<file path="src/rtl/dual_i2s_pkg.sv">
package dual_i2s_pkg;

    // Channel carried by a word, as signalled by word select
    typedef enum logic {
        CH_LEFT  = 1'b0,
        CH_RIGHT = 1'b1
    } chan_e;

    localparam int unsigned DEF_SAMPLE_W = 20;
    localparam int unsigned DEF_LINES    = 2;

endpackage

</file>
<file path="src/rtl/i2s_in_sync.sv">
module i2s_in_sync #(
    parameter int unsigned W = 4
) (
    input  logic         clk,
    input  logic         rst_n,
    input  logic [W-1:0] async_i,
    output logic [W-1:0] sync_o
);

    typedef struct packed {
        logic [W-1:0] meta;
        logic [W-1:0] stable;
    } sync_t;

    sync_t sync_d, sync_q;

    always_comb begin
        sync_d        = sync_q;
        sync_d.meta   = async_i;
        sync_d.stable = sync_q.meta;
    end

    always_ff @(posedge clk or negedge rst_n) begin
        if (!rst_n) begin
            sync_q <= '0;
        end else begin
            sync_q <= sync_d;
        end
    end

    assign sync_o = sync_q.stable;

endmodule

</file>
<file path="src/rtl/i2s_frame_ctrl.sv">
module i2s_frame_ctrl
    import dual_i2s_pkg::*;
#(
    parameter int unsigned SAMPLE_W = DEF_SAMPLE_W,
    parameter int unsigned CW       = $clog2(SAMPLE_W + 1)
) (
    input  logic          clk,
    input  logic          rst_n,
    input  logic          bclk_s,
    input  logic          ws_s,
    output logic          take_bit,
    output logic [CW-1:0] bit_pos,
    output logic          word_end,
    output logic          fin_left,
    output logic          fin_right,
    output logic          frame_valid
);

    typedef struct packed {
        logic          bclk_prev;
        chan_e         ws_last;
        logic          primed;
        logic          armed;
        logic          got_left;
        logic [CW-1:0] cnt;
        logic          valid;
    } ctrl_t;

    ctrl_t ctrl_d, ctrl_q;

    logic rise;
    logic ws_change;
    logic room;

    always_comb begin
        ctrl_d           = ctrl_q;
        ctrl_d.bclk_prev = bclk_s;

        rise      = bclk_s & ~ctrl_q.bclk_prev;
        room      = (ctrl_q.cnt < CW'(SAMPLE_W));
        ws_change = rise & ctrl_q.primed & (chan_e'(ws_s) != ctrl_q.ws_last);
        fin_left  = ws_change & ctrl_q.armed & (ctrl_q.ws_last == CH_LEFT);
        fin_right = ws_change & ctrl_q.armed & ctrl_q.got_left
                    & (ctrl_q.ws_last == CH_RIGHT);

        if (rise) begin
            ctrl_d.primed  = 1'b1;
            ctrl_d.ws_last = chan_e'(ws_s);
            if (ws_change) begin
                ctrl_d.cnt = '0;
            end else if (room) begin
                ctrl_d.cnt = ctrl_q.cnt + CW'(1);
            end
            // a right word ending means word select fell: capture may start
            if (ws_change && (ctrl_q.ws_last == CH_RIGHT)) begin
                ctrl_d.armed = 1'b1;
            end
            if (fin_left) begin
                ctrl_d.got_left = 1'b1;
            end
        end

        ctrl_d.valid = fin_right;
    end

    always_ff @(posedge clk or negedge rst_n) begin
        if (!rst_n) begin
            ctrl_q <= '0;
        end else begin
            ctrl_q <= ctrl_d;
        end
    end

    assign take_bit    = rise & room;
    assign bit_pos     = ctrl_q.cnt;
    assign word_end    = ws_change;
    assign frame_valid = ctrl_q.valid;

endmodule

</file>
<file path="src/rtl/i2s_lane_capture.sv">
module i2s_lane_capture
    import dual_i2s_pkg::*;
#(
    parameter int unsigned SAMPLE_W = DEF_SAMPLE_W,
    parameter int unsigned CW       = $clog2(SAMPLE_W + 1)
) (
    input  logic                clk,
    input  logic                rst_n,
    input  logic                sd_s,
    input  logic                take_bit,
    input  logic [CW-1:0]       bit_pos,
    input  logic                word_end,
    input  logic                fin_left,
    input  logic                fin_right,
    output logic [SAMPLE_W-1:0] left_o,
    output logic [SAMPLE_W-1:0] right_o
);

    localparam logic [SAMPLE_W-1:0] MSB_ONE = {1'b1, {(SAMPLE_W-1){1'b0}}};

    typedef struct packed {
        logic [SAMPLE_W-1:0] word;
        logic [SAMPLE_W-1:0] hold;
        logic [SAMPLE_W-1:0] out_l;
        logic [SAMPLE_W-1:0] out_r;
    } lane_t;

    lane_t lane_d, lane_q;
    logic [SAMPLE_W-1:0] word_nx;

    always_comb begin
        lane_d  = lane_q;
        word_nx = lane_q.word;
        // word starts cleared, so untouched LSBs remain zero padding
        if (take_bit && sd_s) begin
            word_nx = lane_q.word | (MSB_ONE >> bit_pos);
        end
        lane_d.word = word_end ? '0 : word_nx;
        if (fin_left) begin
            lane_d.hold = word_nx;
        end
        if (fin_right) begin
            lane_d.out_l = lane_q.hold;
            lane_d.out_r = word_nx;
        end
    end

    always_ff @(posedge clk or negedge rst_n) begin
        if (!rst_n) begin
            lane_q <= '0;
        end else begin
            lane_q <= lane_d;
        end
    end

    assign left_o  = lane_q.out_l;
    assign right_o = lane_q.out_r;

endmodule

</file>
<file path="src/rtl/dual_i2s_rx.sv">
module dual_i2s_rx
    import dual_i2s_pkg::*;
#(
    parameter int unsigned SAMPLE_W = DEF_SAMPLE_W,
    parameter int unsigned LINES    = DEF_LINES
) (
    input  logic                      clk,
    input  logic                      rst_n,
    input  logic                      bclk_i,
    input  logic                      ws_i,
    input  logic [LINES-1:0]          sd_i,
    output logic [LINES*SAMPLE_W-1:0] left_o,
    output logic [LINES*SAMPLE_W-1:0] right_o,
    output logic                      frame_valid_o
);

    localparam int unsigned CW     = $clog2(SAMPLE_W + 1);
    localparam int unsigned SYNC_W = LINES + 2;

    logic [SYNC_W-1:0] raw_in;
    logic [SYNC_W-1:0] syn_in;
    logic              take_bit;
    logic [CW-1:0]     bit_pos;
    logic              word_end;
    logic              fin_left;
    logic              fin_right;

    assign raw_in = {sd_i, ws_i, bclk_i};

    i2s_in_sync #(.W(SYNC_W)) sync_i (
        .clk     (clk),
        .rst_n   (rst_n),
        .async_i (raw_in),
        .sync_o  (syn_in)
    );

    i2s_frame_ctrl #(.SAMPLE_W(SAMPLE_W), .CW(CW)) ctrl_i (
        .clk         (clk),
        .rst_n       (rst_n),
        .bclk_s      (syn_in[0]),
        .ws_s        (syn_in[1]),
        .take_bit    (take_bit),
        .bit_pos     (bit_pos),
        .word_end    (word_end),
        .fin_left    (fin_left),
        .fin_right   (fin_right),
        .frame_valid (frame_valid_o)
    );

    for (genvar g = 0; g < LINES; g++) begin : g_lane
        i2s_lane_capture #(.SAMPLE_W(SAMPLE_W), .CW(CW)) lane_i (
            .clk       (clk),
            .rst_n     (rst_n),
            .sd_s      (syn_in[2+g]),
            .take_bit  (take_bit),
            .bit_pos   (bit_pos),
            .word_end  (word_end),
            .fin_left  (fin_left),
            .fin_right (fin_right),
            .left_o    (left_o[g*SAMPLE_W +: SAMPLE_W]),
            .right_o   (right_o[g*SAMPLE_W +: SAMPLE_W])
        );
    end

endmodule

</file>
<file path="config.mk">
export PLATFORM = sky130hd
export DESIGN_NAME = dual_i2s_rx
export DESIGN_NICKNAME = d
export VERILOG_FILES = /design/src/rtl/dual_i2s_pkg.sv /design/src/rtl/i2s_in_sync.sv /design/src/rtl/i2s_frame_ctrl.sv /design/src/rtl/i2s_lane_capture.sv /design/src/rtl/dual_i2s_rx.sv
export SDC_FILE = /design/constraint.sdc
export NUM_CORES = 1
export LEC_CHECK = 0
export CORE_MARGIN = 2
export CORE_UTILIZATION = 30
export CTS_BUF_LIST = sky130_fd_sc_hd__clkbuf_4
export DETAILED_ROUTE_END_ITERATION = 10
export DONT_BUFFER_PORTS = 1
export PLACE_DENSITY = 0.53
export SLEW_MARGIN = 20
export SYNTH_ARGS = -nofsm -noshare
export SYNTH_HDL_FRONTEND = slang
export SYNTH_SLANG_ARGS = --single-unit
</file>
<file path="constraint.sdc">
create_clock -name clk -period 3.4 [get_ports clk]
set_input_delay 0.68 -clock clk [delete_from_list [all_inputs] [get_ports clk]]
set_output_delay 0.68 -clock clk [all_outputs]
set_load 0.05 [all_outputs]
</file>
==> results.cfg <==
[sta]
max_slew.worst_pin.slew_ns = 1.01
clock_skew_ns = 0.0283
final_min_period_over_clock_period_pct = 70.2
finalSetupViolations = 0
grt_setup_unrepaired = false
fin_tns_setup_ns = 0
final_hold_viol_count = 179
timing.max_slew.rel_slack_pct = 32.4
finalWorstPathRequiredPeriod_ns = 2.39
worst_hold_slack_ns = -0.196
max_freq_ghz = 0.419
count_of_final_max_slew_check_failures = 0

[clock_tree]
cts_inserted_buffers = 17
library_cell_used_as_clock_root_buffer = sky130_fd_sc_hd__clkbuf_4
clk_path_buf_depth = 2
ctsResizeCount = 0
clk_lat_worst_skew_ns = 0.58
clk_pin_slew_worst_paths_ns = 0.15
htree_levels = 4
cts_setup_buffers = 0
cts_tree = done
cts.sinks = 179

[drt]
wirelength_um = 17300
dr_total_vias = 4449
wl_per_cell_um = 19.6
drt_iter0_markers = 425
drt_pass1_iterations = 5
vias_per_cell = 5.03
drc_violation_count_after_routing = 0
antenna_violating_nets_post_route = 0

[critical_path]
worst-endpoint-arrival_ns = 2.83
kind_of_start_point_of_the_critical_path = flop
critical_path.max_fanout = 81
path_class = flop to flop
kind_of_capture_point_of_the_worst_setup_path = flop
worst-endpoint-required_ns = 3.84

[global_routing]
grt_usage_pct = 13.4
grt_max_degree = 180
grt_first_pass_wirelength_um = 27300
globalRouteOverflowTotal = 0
antenna_found_initial = 1
via_count_of_the_first_global_routing_pass = 4502

[logic_synthesis]
synthesis.yosys.warnings = 0
synth_flop_cell = sky130_fd_sc_hd__dfrtp_1
synth_largest_area_cell = sky130_fd_sc_hd__dfrtp_1
post_synthesis_sequential_area_ratio_pct = 58.9
mean_cell_area_of_the_mapped_netlist_um2 = 11.8
synthesized_net_count = 657
netlist_top_cells_count = 179 x sky130_fd_sc_hd__dfrtp_1, 125 x sky130_fd_sc_hd__a21oi_1, 80 x sky130_fd_sc_hd__buf_4
synth_top_cell_area_share_pct = 58.9
netlist_area_um2 = 7610
postSynthRegisterBits = 179
postSynthCellCount = 645
synth_top_cells_by_area = sky130_fd_sc_hd__dfrtp_1 59%, sky130_fd_sc_hd__a21oi_1 8.2%, sky130_fd_sc_hd__buf_4 7.9%
yosysMostFrequentCell = sky130_fd_sc_hd__dfrtp_1
synth_enable_flop_cells = 0
post_synth_num_cell_types = 34
synth-async-reset-ratio_pct = 100

[die]
fp.dieH_um = 163
io_pins = 87
initial_core_util_pct = 30.4
placementRows = 58
die_area_um2 = 26700
die_w_um = 163
fp.coreArea_um2 = 25000

[pwr]
power.ir.vdd_worst_mv = 0.354
finalPower_uw = 7330
total_leakage_power_uw = 0.00328
pwr_density_cell_nw_per_um2 = 977

[placed_design]
detailed_place_hpwl_um = 10800
placer_s_final_routability_congestion_estimate = 0.774
dpl-instance-area_um2 = 7250
place.port_buffers = 0

[run]
count_of_maximum_capacitance_violations = 0

[final_layout]
drive_above_1_share_pct = 16.4
finalNetCount = 553
final_cell_area_um2 = 7510
layout_area_growth_over_synthesis_pct = -1.33

[worst_hold_path]
hold_crit_class = input pin to asynchronous set/reset pin

[run_status]
violated_checks = hold timing
status = complete, but fails checks
cells in the final DEF, fill, tap and decap left out, types with 2 or more instances in the layout:
cell type                    netlist  routed
sky130_fd_sc_hd__dfrtp_1         179     179
sky130_fd_sc_hd__a21oi_1         125     125
sky130_fd_sc_hd__a31oi_1          70      70
sky130_fd_sc_hd__nor2_1           40      40
sky130_fd_sc_hd__mux2_4           35      35
sky130_fd_sc_hd__clkbuf_4          0      20
sky130_fd_sc_hd__a41oi_1          11      11
sky130_fd_sc_hd__buf_4            80      10
sky130_fd_sc_hd__mux2_2            6       6
sky130_fd_sc_hd__ha_1              6       6
sky130_fd_sc_hd__clkinvlp_4        0       6
sky130_fd_sc_hd__inv_1             5       5
sky130_fd_sc_hd__nor2b_1           7       4
sky130_fd_sc_hd__and2_1            4       4
sky130_fd_sc_hd__clkinv_1          1       3
sky130_fd_sc_hd__o21ai_0           3       3
sky130_fd_sc_hd__nor2b_2           0       2
sky130_fd_sc_hd__nand2b_1          2       2
sky130_fd_sc_hd__nand3_1           2       2
sky130_fd_sc_hd__inv_6             0       2
stage by stage:
step	worst slack, ns	util, %	instances
final	1.01	30.0	885
after global routing	0.855	30.0	885
after CTS	1.02	30.0	884
after detailed placement	1.05	28.9	852
after global placement	1.12	28.9	852
after floorplan	1.72	-	645
layout make-up:
class	instances	area, µm²
antenna	1	2.50
inverter	6	22.5
timing repair buffer	11	95.1
tap	330	413
clock inverter	12	109
clock buffer	20	150
multi-input combinational	326	2240
sequential	179	4480
fill	2530	17500
layer usage:
layer | vias up | track usage [%] | wire (µm)
met1 | 2294 | 17.2 | 7680
li1 | 1988 | - | -
met3 | 16 | 5.00 | 1390
met2 | 151 | 20.4 | 8000
met5 | - | 0 | 0
met4 | 0 | 4.99 | 263
power breakdown:
part	total [µW]	switching, µW	internal, µW
combinational	1160	558	600
clock	1130	747	386
sequential	5040	2230	2820
total	7330	3530	3800
worst max-delay path, stage by stage, from the launching register on:
cell,delay [ns]
sky130_fd_sc_hd__dfrtp_1,0.48
sky130_fd_sc_hd__and4b_2,0.31
sky130_fd_sc_hd__buf_4,0.63
sky130_fd_sc_hd__and2_1,0.23
sky130_fd_sc_hd__buf_4,0.42
sky130_fd_sc_hd__a21oi_1,0.13
flip-flops by register name, indices dropped and copies added (netlist names):
| name | count |
|---|---|
| sync_i.sync_o | 4 |
| ctrl_i.bit_pos | 5 |
| g_lane.lane_i.right_o | 40 |
| g_lane.lane_i.lane_q | 80 |
| ctrl_i.ctrl_q | 5 |
| g_lane.lane_i.left_o | 40 |
| ctrl_i.frame_valid | 1 |
| sync_i.sync_d | 4 |
worst paths after layout:
kind	from	end	slack (ns)	cells past startpoint
max reg2reg	ctrl_i.ctrl_q[10]	g_lane[1].lane_i.lane_q[55]	1.01	5
min reg2reg	sync_i.sync_d[1]	sync_i.sync_o[1]	0.36	0
max	ctrl_i.ctrl_q[10]	g_lane[1].lane_i.lane_q[55]	1.01	5
max in group asynchronous	rst_n	g_lane[1].lane_i.lane_q[52]	3.16	0
min in group clk	sd_i[0]	sync_i.sync_d[2]	0.10	0
min	rst_n	g_lane[1].lane_i.left_o[15]	-0.20	0
logic make-up (layout without fill, tap and decap cells):
| kind of cell | Yosys count | count (layout) | synth area share [%] |
|---|---|---|---|
| flip-flops | 179 | 179 | 58.9 |
| AND/OR/NAND/NOR | 65 | 65 | 4.34 |
| AO/OA/AOI/OAI | 214 | 214 | 16.0 |
| buffers and inverters | 140 | 49 | 12.0 |
| multiplexers | 41 | 41 | 7.79 |
| other | 0 | 1 | 0 |
| adder cells (fa/ha/maj) | 6 | 6 | 0.986 |
Note: power is estimated with default switching activity, not from simulation.
